$ cat src/rtl/ring_pkg.sv
package ring_pkg;

    // Per-edge action chosen for the ring register
    typedef enum logic [1:0] {
        STEP_HOLD  = 2'd0,
        STEP_SHIFT = 2'd1,
        STEP_FLUSH = 2'd2,
        STEP_CLEAR = 2'd3
    } ring_step_e;

endpackage

$ cat src/rtl/ring_legal_check.sv
module ring_legal_check #(
    parameter int STAGES = 3
) (
    input  logic [STAGES-1:0] ring_i,
    output logic              legal_o
);
    localparam int CW = $clog2(STAGES) + 1;

    logic [CW-1:0] flips;

    // Count neighbour disagreements; a legal ring has at most one
    always_comb begin
        flips = '0;
        for (int i = 1; i < STAGES; i++) begin
            flips = flips + CW'(ring_i[i] ^ ring_i[i-1]);
        end
        legal_o = (flips <= CW'(1));
    end

endmodule

$ cat src/rtl/ring_step_sel.sv
module ring_step_sel
    import ring_pkg::*;
(
    input  logic       rst_i,
    input  logic       en_i,
    input  logic       legal_i,
    output ring_step_e step_o
);

    always_comb begin
        step_o = STEP_HOLD;
        unique casez ({rst_i, en_i, legal_i})
            3'b1??:  step_o = STEP_CLEAR;
            3'b00?:  step_o = STEP_HOLD;
            3'b010:  step_o = STEP_FLUSH;
            3'b011:  step_o = STEP_SHIFT;
            default: step_o = STEP_HOLD;
        endcase
    end

endmodule

$ cat src/rtl/ring_shift_reg.sv
module ring_shift_reg
    import ring_pkg::*;
#(
    parameter int STAGES = 3
) (
    input  logic              clk_i,
    input  ring_step_e        step_i,
    output logic [STAGES-1:0] state_q
);

    // State register: the only storage in the divider
    always_ff @(posedge clk_i) begin
        unique case (step_i)
            STEP_CLEAR: state_q <= '0;
            STEP_FLUSH: state_q <= '0;
            STEP_SHIFT: state_q <= {state_q[STAGES-2:0], ~state_q[STAGES-1]};
            STEP_HOLD:  state_q <= state_q;
            default:    state_q <= state_q;
        endcase
    end

endmodule

$ cat src/rtl/phase_ring_divider.sv
module phase_ring_divider
    import ring_pkg::*;
#(
    parameter int STAGES      = 3,
    parameter int PRIMARY_TAP = 0
) (
    input  logic              clk_i,
    input  logic              rst_i,
    input  logic              en_i,
    output logic [STAGES-1:0] phase_o,
    output logic              div_o
);
    localparam int RATIO = 2 * STAGES;
    localparam int TAP   = (PRIMARY_TAP < STAGES) ? PRIMARY_TAP : STAGES - 1;

    ring_step_e        step;
    logic              ring_ok;
    logic [STAGES-1:0] ring_q;

    ring_legal_check #(.STAGES(STAGES)) u_legal (
        .ring_i  (ring_q),
        .legal_o (ring_ok)
    );

    ring_step_sel u_sel (
        .rst_i   (rst_i),
        .en_i    (en_i),
        .legal_i (ring_ok),
        .step_o  (step)
    );

    ring_shift_reg #(.STAGES(STAGES)) u_ring (
        .clk_i   (clk_i),
        .step_i  (step),
        .state_q (ring_q)
    );

    // Output process: one phase tap per stage
    for (genvar g = 0; g < STAGES; g++) begin : g_tap
        assign phase_o[g] = ring_q[g];
    end

    assign div_o = ring_q[TAP];


    reset_zero_chk: assert property (@(posedge clk_i)
        rst_i |=> (phase_o == '0));


    hold_chk: assert property (@(posedge clk_i) disable iff (rst_i)
        !en_i |=> $stable(phase_o));


    feedback_chk: assert property (@(posedge clk_i) disable iff (rst_i)
        (en_i && ring_ok) |=> (!ring_ok || (phase_o[0] != $past(phase_o[STAGES-1]))));


    lag_chk: assert property (@(posedge clk_i) disable iff (rst_i)
        (en_i && ring_ok) |=> (!ring_ok || (phase_o[STAGES-1:1] == $past(phase_o[STAGES-2:0]))));


    repair_chk: assert property (@(posedge clk_i) disable iff (rst_i)
        (en_i && !ring_ok) |=> (phase_o == '0));

    initial begin
        if (RATIO < 4) $error("phase_ring_divider needs at least two stages");
    end

endmodule

$ cat config.mk
export PLATFORM = sky130hd
export DESIGN_NAME = phase_ring_divider
export DESIGN_NICKNAME = d
export VERILOG_FILES = /design/src/rtl/ring_pkg.sv /design/src/rtl/ring_legal_check.sv /design/src/rtl/ring_step_sel.sv /design/src/rtl/ring_shift_reg.sv /design/src/rtl/phase_ring_divider.sv
export SDC_FILE = /design/constraint.sdc
export NUM_CORES = 1
export LEC_CHECK = 0
export ABC_AREA = 1
export ABC_CLOCK_PERIOD_IN_PS = 1300
export BUFFER_PORTS_ARGS = -buffer_cell sky130_fd_sc_hd__buf_2
export CAP_MARGIN = 40
export CORE_AREA = 4 4 41 43
export CTS_BUF_LIST = sky130_fd_sc_hd__clkbuf_4 sky130_fd_sc_hd__clkbuf_8
export CTS_CLUSTER_DIAMETER = 100
export DETAILED_ROUTE_END_ITERATION = 12
export DIE_AREA = 0 0 45 47
export PLACE_DENSITY = 0.34
export RECOVER_POWER = 50
export SETUP_SLACK_MARGIN = 0.3
export SLEW_MARGIN = 20
export SYNTH_ARGS = -nofsm -noshare
export SYNTH_HDL_FRONTEND = slang
export SYNTH_SLANG_ARGS = --single-unit
$ cat constraint.sdc
create_clock -name clk_i -period 1.3 [get_ports clk_i]
set_input_delay 0.065 -clock clk_i [delete_from_list [all_inputs] [get_ports clk_i]]
set_output_delay 0.065 -clock clk_i [all_outputs]
set_load 0.01 [all_outputs]
==> impl_metrics.tcl, run 1 <==
set metrics [dict create \
    rsz0062_at_grt "yes" \
    r2r_setup_slack_ns 0.32 \
    first_pass_iters 2 \
    layout.cells.most_common_list "inv_1, clkbuf_4, buf_2" \
    syn_area_per_cell_um2 10.7 \
    hold_depth 4 \
    synth_area_um2 160 \
    drv_slew 0 \
    end_kind "flip-flop" \
    drive_above_1_share_pct 37.5 \
    peakVddDrop_v 0.000437 \
    path_class "reg -> reg" \
    setup_viol 0 \
    rows 13 \
    synth_seq_cells 3 \
    worst_ep_required_time_ns 1.28 \
    hp-class "in -> reg" \
    grt_first_pass_wirelength_um 503 \
    hold_buffers 0 \
    coreArea_um2 1300 \
    clk_pin_slew_ns 0.04 \
    wl_um 314 \
    synth.yosys.seq_area_share_pct 56.3 \
    fin_area_um2 229 \
    grt_max_degree 6 \
    holdPathEnd "u_ring.state_q[0]" \
    drt_first_iter_violations 2 \
    die-height_um 47 \
    synth.distinct_cells 6 \
    antenna_left 0 \
    powerDensity_nw_per_um2 1450 \
    syn_to_final_growth_pct 43.0 \
    drv_cap 0 \
    slew_headroom_pct 85.4 \
    numCtsBuffers 3 \
    r2r_end "u_ring.state_q[2]" \
    wl_per_cell_um 8.05 \
    finalHoldViolations 0 \
    synth_nets 18 \
    cts_tree "done" \
    n_antenna_cell 0 \
    grt_util_all_layers_pct 4.20 \
    cts_root_buffer "clkbuf_4" \
    skew_ns 0.00410 \
    p_leak_nw 0.115 \
    crit_path_start_kind "flip-flop" \
    outcome "complete, no violations" \
    fill_cells 158 \
    via_count 128 \
    clock_path_buffers 2 \
    fin_crit_ns 0.977 \
    grt_pass1_vias 114 \
    grt-ovfl-total 0 \
    largest_reg_flops 3 \
    dpl.hpwl_um 250 \
    clock.fmax_ghz 1.02 \
    viasPerCell 3.28 \
    antenna_found_initial 0 \
    worst_pin_slew_ns 0.219 \
    die_area_um2 2120 \
    path_max_fanout 5 \
    placed_area_um2 201 \
    tns_ns 0 \
    layout_commonest_cell "inv_1" \
    timing.final.crit_share_pct 75.2 \
    synthCells 15 \
    worstHoldStart "rst_i" \
    r2r_cells 2 \
    startpoint "u_ring.state_q[0]" \
    io_pins 7 \
    die_w_um 45 \
    rr_startpoint "u_ring.state_q[0]" \
    h-tree-depth 1 \
    drcViolationCount 0 \
    worst_skew_pair.late_latency_ns 0.23 \
    critPathArrivalTime_ns 0.96 \
    yosysWarnings 0 \
    place_congestion 0.628 \
    io_buffer_count 6 \
    start_util_pct 12.3 \
    finalNetCount 28 \
    top_register "u_ring.state_q" \
    largestRegisters "u_ring.state_q x3" \
    cts.sinks 3 \
]
power breakdown:
| group | leakage (nW) | switching, mW | total [mW] | internal, mW |
|---|---|---|---|---|
| Sequential | 0.0332 | 0.00657 | 0.121 | 0.115 |
| Clock | 0.0184 | 0.0480 | 0.184 | 0.136 |
| Combinational | 0.0638 | 0.0167 | 0.0279 | 0.0112 |
| Total | 0.115 | 0.0713 | 0.333 | 0.262 |
cell type report:
class                      count  area [µm²]  share of cell area, %
clock buffer                   4        30.0                   13.1
inverter                       6        22.5                   9.84
multi-input combinational      5        40.0                   17.5
sequential                     3        90.1                   39.3
tap                           15        18.8                   8.20
timing repair buffer           6        27.5                   12.0
through the flow:
step | util (%) | setup WS (ns) | instances | power (mW) | hold slack (ns)
after floorplan | - | 0.355 | 15 | 0.139 | 0.326
after global placement | 15.5 | 0.356 | 35 | 0.151 | 0.455
after detailed placement | 15.5 | 0.326 | 35 | 0.152 | 0.455
after CTS | 17.8 | 0.315 | 39 | 0.342 | 0.207
after global routing | 17.6 | 0.261 | 39 | 0.363 | 0.272
final | 17.6 | 0.323 | 39 | 0.333 | 0.258
per-layer routing:
layer	vias to the layer above	GRT usage [%]	wire [µm]
met2	10	3.11	110
li1	64	-	-
met4	0	5.26	0
met1	54	4.81	149
met3	0	4.60	54
met5	-	0	0
cells by family (layout without fill, tap and decap cells):
kind of cell	Yosys count	count (layout)	synth area share (%)
AO/OA/AOI/OAI	3	3	14.1
buffers and inverters	7	16	18.8
flip-flops	3	3	56.3
AND/OR/NAND/NOR	2	2	10.9
critical path, cell delays in order, from the launching register on:
cell	delay, ns
edfxtp_1	0.44
o211ai_1	0.23
inv_1	0.05
how the worst max path moves through the flow:
stage                     cells after the start                end
after global routing                          2  u_ring.state_q[2]
after floorplan                               2  u_ring.state_q[0]
after detailed placement                      2  u_ring.state_q[2]
after CTS                                     2  u_ring.state_q[2]
after global placement                        2  u_ring.state_q[1]
final                                         2  u_ring.state_q[2]
synth_stat cells:
library cell / number / area, µm²
nor2_4: 1 / 11.3
edfxtp_1: 3 / 90.1
inv_1: 6 / 22.5
or2_1: 1 / 6.26
buf_4: 1 / 7.51
o211ai_1: 3 / 22.5
repair_timing:
item,4_1_cts,5_1_grt
endpoints found under the setup margin,0,1
setup buffers,0,0
gates resized for setup,0,0
Power figures use the tool's default switching activity.
==> run 2, diff against run 1 <==
ABC_AREA = 0   (was 1)
ABC_CLOCK_PERIOD_IN_PS = 860   (was 1300)
PLACE_DENSITY = 0.36   (was 0.34)
clock period = 0.86 ns   (was 1.3 ns; I/O delays follow)
==> impl_metrics.tcl, run 2 <==
set metrics [dict create \
    path_class "reg -> out" \
    path_cells "buf_6, buf_6" \
    p_leak_nw 0.119 \
    rows 13 \
    end_kind "output port" \
    fill_cells 156 \
    die-height_um 47 \
    synth_mux_area_share_pct 0 \
    timing.final.crit_share_pct 113 \
    synth_compound_area_share_pct 2.94 \
    outcome "finished, violations left" \
    drive_above_1_share_pct 69.6 \
    hold_ws_ns 0.189 \
    worst_pin_slew_ns 0.214 \
    synth_area_um2 170 \
    largest_reg_flops 3 \
    wl_per_cell_um 8.45 \
    timing.critical_path.to "div_o" \
    dp.cells 34 \
    ys_async_sr_fraction_pct 0 \
    antenna_found_initial 0 \
    syn_area_per_cell_um2 14.2 \
    grt-ovfl-total 0 \
    numCtsBuffers 3 \
    stdcell_count 38 \
    synthSimpleGateAreaFrac_pct 39.7 \
    worst_skew_pair.late_latency_ns 0.23 \
    synth.distinct_cells 10 \
    clk_pin_slew_ns 0.04 \
    first_pass_iters 1 \
    synth_edf_count 3 \
    yosysWarnings 0 \
    fin_area_um2 273 \
    n_antenna_cell 0 \
    via_count 130 \
    grtUsageMet1_pct 3.67 \
    synthCells 12 \
    grt_util_all_layers_pct 3.96 \
    cts.sinks 3 \
    h-tree-depth 1 \
    largestRegisters "u_ring.state_q x3" \
    die_area_um2 2120 \
    ff_latch_area_um2 90.1 \
    r2r_cells 2 \
    antenna_left 0 \
    grt_first_pass_wirelength_um 462 \
    rr_startpoint "u_ring.state_q[0]" \
    synthDominantCellAreaShare_pct 52.9 \
    grt_pass1_vias 111 \
    cpMostUsedCell "buf_6" \
    synth_nets 15 \
    drcViolationCount 0 \
    layout.cells.most_common_list "clkbuf_4, buf_2, buf_6, edfxtp_1" \
    crit_path_start_kind "flip-flop" \
    path_buf_inv 2 \
    cpMaxStageDelayCell "edfxtp_1" \
    io_pins 7 \
    skew_ns 0.00479 \
    drv_slew 0 \
    startpoint "u_ring.state_q[0]" \
    fin_ws_ns -0.108 \
    critPathArrivalTime_ns 0.92 \
    met2_usage_pct 2.82 \
    synthFlopType "edfxtp_1" \
    synth.largest_area_cell "edfxtp_1" \
    grt-busiest-layer "met3" \
    cpPeakStageDelay_ns 0.43 \
    finalNetCount 27 \
    synth.yosys.seq_area_share_pct 52.9 \
    start_util_pct 13.1 \
    io_buffer_count 6 \
    yosysMostFrequentCell "edfxtp_1" \
    hp-class "in -> reg" \
    setup_viol 6 \
    place_congestion 0.576 \
    grt_max_degree 5 \
    clock.fmax_ghz 1.03 \
    synthAdderAreaFrac_pct 0 \
    finalHoldViolations 0 \
    placed_area_um2 229 \
    drv_cap 0 \
    viasPerCell 3.42 \
    wl_um 321 \
    cts_root_buffer "clkbuf_4" \
    slew_headroom_pct 85.7 \
    coreArea_um2 1300 \
    die_w_um 45 \
    powerDensity_nw_per_um2 1960 \
    top_register "u_ring.state_q" \
    synth_seq_cells 3 \
    yosys-top-cells-area "edfxtp_1, nand2b_4, nor2b_4, nor3b_2, nor3_2" \
    crit_cells 2 \
    syn_to_final_growth_pct 60.3 \
    peakVddDrop_v 0.000478 \
    synth_top_family_by_area "simple AND/OR/NAND/NOR gates" \
    r2r_setup_slack_ns -0.10 \
    synth-xor-area-share_pct 0 \
    hold_buffers 0 \
    fin_crit_ns 0.968 \
    path_delay_family "flip-flops" \
    cts_tree "done" \
    clock_path_buffers 2 \
    drt_first_iter_violations 0 \
    multi_input_area_um2 72.6 \
    r2r_end "u_ring.state_q[0]" \
    rsz0062_at_grt "yes" \
    violations "negative setup slack" \
    worst_ep_required_time_ns 0.82 \
    path_max_fanout 4 \
    met3_usage_pct 5.75 \
]
[run 2: changes by cell type in the layout (fill, tap and decap cells not counted), sizes merged]
cell    change
and2b       +1
buf         +4
clkbuf      -2
inv         -6
nand2b      +1
nor2b       +1
nor3        +1
nor3b       +1
o211ai      -3
o21ai       +1
[run 2: cells by family (layout without fill, tap and decap cells)]
kind of cell	after synthesis	count (layout)
buf+inv	1	12
flops	3	3
simple gates	7	7
compound gates	1	1
[run 2: worst min-delay path: stages]
cell	delay [ns]
buf_2	0.11
nand2b_4	0.07
nor2_1	0.09
[run 2: layer usage]
metal  vias up  routed length [µm]
li1         65                   -
met1        58                 150
met2         7                 114
met3         0                  56
met4         0                   0
met5         -                   0
[run 2: how the worst min path moves through the flow]
stage	cells past startpoint	end	slack, ns	start
2_1_floorplan	1	u_ring.state_q[0]	0.27	rst_i
3_3_place_gp	2	u_ring.state_q[0]	0.38	rst_i
3_5_place_dp	2	u_ring.state_q[0]	0.38	rst_i
4_1_cts	2	u_ring.state_q[0]	0.13	rst_i
5_1_grt	3	u_ring.state_q[2]	0.20	en_i
6_report	3	u_ring.state_q[2]	0.19	en_i
[run 2: what timing repair did]
item,CTS,global route
setup endpoints to repair,7,7
buffers inserted,0,0
gates resized for setup,3,0
pin swaps,0,0
[run 2: power breakdown]
group          total (mW)  switching [mW]  internal [mW]
Combinational      0.0728          0.0280         0.0449
Sequential          0.184          0.0113          0.173
Clock               0.279          0.0732          0.205
Total               0.536           0.112          0.423
[run 2: area by class of cell]
| class | count | area share [%] |
|---|---|---|
| Tap cell | 15 | 6.88 |
| Multi-Input combinational cell | 8 | 26.6 |
| Timing Repair Buffer | 8 | 22.5 |
| Sequential cell | 3 | 33.0 |
| Clock buffer | 4 | 11.0 |
[run 2: per-stage QoR]
step	setup WS, ns	util, %	total power [mW]	TNS [ns]
after floorplan	-0.101	-	0.222	-0.189
after global placement	-0.0538	17.6	0.249	-0.0839
after detailed placement	-0.0729	17.6	0.250	-0.111
after CTS	-0.116	21.2	0.556	-0.453
after global routing	-0.145	21.0	0.570	-0.693
final	-0.108	21.0	0.536	-0.412
==> run 3, diff against run 2 <==
ABC_CLOCK_PERIOD_IN_PS = 900   (was 860)
PLACE_DENSITY = unset   (was 0.36)
clock period = 0.9 ns   (was 0.86 ns; I/O delays follow)
==> impl_metrics.tcl, run 3 (same netlist as run 2, synthesis figures left out) <==
set metrics [dict create \
    clk_pin_slew_ns 0.03 \
    largestRegisters "u_ring.state_q x3" \
    n_antenna_cell 0 \
    placed_area_um2 229 \
    skew_ns 0.00219 \
    power.total_uw 504 \
    power.internal_uw 404 \
    path_class "reg -> out" \
    path_max_fanout 4 \
    drcViolationCount 0 \
    die_area_um2 2120 \
    fin_crit_ns 0.935 \
    dp.cells 34 \
    io_buffer_count 6 \
    clock_path_buffers 2 \
    viasPerCell 3.26 \
    grt-ovfl-total 0 \
    grt_pass1_vias 120 \
    die_w_um 45 \
    drt_first_iter_violations 2 \
    seq_power_share_pct 34.7 \
    finalHoldViolations 0 \
    worst_ep_required_time_ns 0.85 \
    antenna_left 0 \
    layout.cells.most_common_list "clkbuf_4, buf_2, buf_6, edfxtp_1" \
    finalNetCount 27 \
    peakVddDrop_v 0.000568 \
    h-tree-depth 1 \
    fill_cells 151 \
    via_count 124 \
    hp-class "in -> reg" \
    fin_area_um2 273 \
    top_register "u_ring.state_q" \
    power_frac_clock_pct 51.5 \
    power.switching_uw 99.8 \
    start_util_pct 13.1 \
    sw_frac_of_total_pct 19.8 \
    syn_to_final_growth_pct 60.3 \
    met2_usage_pct 3.11 \
    violations "negative setup slack" \
    grt_first_pass_wirelength_um 496 \
    grtUsageMet1_pct 4.13 \
    hold_buffers 0 \
    drive_above_1_share_pct 69.6 \
    rsz0062_at_grt "yes" \
    clock.fmax_ghz 1.07 \
    rows 13 \
    p_leak_nw 0.119 \
    grt-busiest-layer "met3" \
    wl_um 280 \
    worst_pin_slew_ns 0.200 \
    die-height_um 47 \
    cts.sinks 3 \
    worst_skew_pair.late_latency_ns 0.23 \
    cts_root_buffer "clkbuf_4" \
    largest_reg_flops 3 \
    postLayoutCoreUtil_pct 21.0 \
    critPathArrivalTime_ns 0.89 \
    timing.final.crit_share_pct 104 \
    numCtsBuffers 3 \
    first_pass_iters 2 \
    powerDensity_nw_per_um2 1850 \
    grt_max_degree 5 \
    cts_tree "done" \
    drv_cap 0 \
    drv_slew 0 \
    stdcell_count 38 \
    antenna_found_initial 0 \
    outcome "finished, violations left" \
    met3_usage_pct 6.13 \
    place_congestion 0.667 \
    p_comb_share_pct 13.8 \
    fin_ws_ns -0.0353 \
    slew_headroom_pct 86.7 \
    setup_viol 3 \
    io_pins 7 \
    grt_util_all_layers_pct 4.04 \
    crit_path_start_kind "flip-flop" \
    end_kind "output port" \
    wl_per_cell_um 7.37 \
    coreArea_um2 1300 \
]
## run 3: cell counts in the layout (fill, tap and decap cells not counted)
Identical to the previous run, type by type.
## run 3: repair_timing
| item | 4_1_cts | 5_1_grt |
|---|---|---|
| setup buffers | 0 | 0 |
| resized for setup | 3 | 0 |
| endpoints found under the setup margin | 7 | 7 |
| hold endpoints to repair | 0 | 0 |
## run 3: cell type report
type / count / area (µm²) / area share, %
Clock buffer: 4 / 30.0 / 11.0
Multi-Input combinational cell: 8 / 72.6 / 26.6
Sequential cell: 3 / 90.1 / 33.0
Tap cell: 15 / 18.8 / 6.88
Timing Repair Buffer: 8 / 61.3 / 22.5
## run 3: critical path, cell delays in order, from the launching register on
cell and delay [ns]:
edfxtp_1 0.41, buf_6 0.14, buf_6 0.11
## run 3: routing by layer
metal / part of all wire [%] / vias to the layer above
li1: - / 63
met1: 50 / 50
met2: 26 / 9
met3: 21 / 2
met4: 1.8 / 0
met5: 0 / -
## run 3: path summary, 6_finish.rpt
kind | slack [ns] | depth (start not counted) | start | to
worst min-delay path | 0.21 | 3 | en_i | u_ring.state_q[2]
worst min register to register | 0.67 | 1 | u_ring.state_q[0] | u_ring.state_q[1]
worst max register to register | -0.02 | 2 | u_ring.state_q[0] | u_ring.state_q[0]
worst max-delay path | -0.04 | 2 | u_ring.state_q[0] | div_o
## run 3: per-stage QoR
step	setup WS, ns	hold slack (ns)	setup TNS [ns]
after detailed placement	0.000156	0.379	0
after global placement	-0.00846	0.376	-0.00846
final	-0.0353	0.214	-0.0896
after CTS	-0.0446	0.138	-0.113
after floorplan	-0.0611	0.269	-0.0751
after global routing	-0.0762	0.228	-0.312
## run 3: power groups by stage
stage | Clock, mW | Sequential [mW] | Combinational (mW)
after floorplan | 0 | 0.181 | 0.0307
after CTS | 0.272 | 0.175 | 0.0732
final | 0.259 | 0.175 | 0.0697
after global routing | 0.288 | 0.176 | 0.0759
after detailed placement | 0 | 0.176 | 0.0614
after global placement | 0 | 0.177 | 0.0604
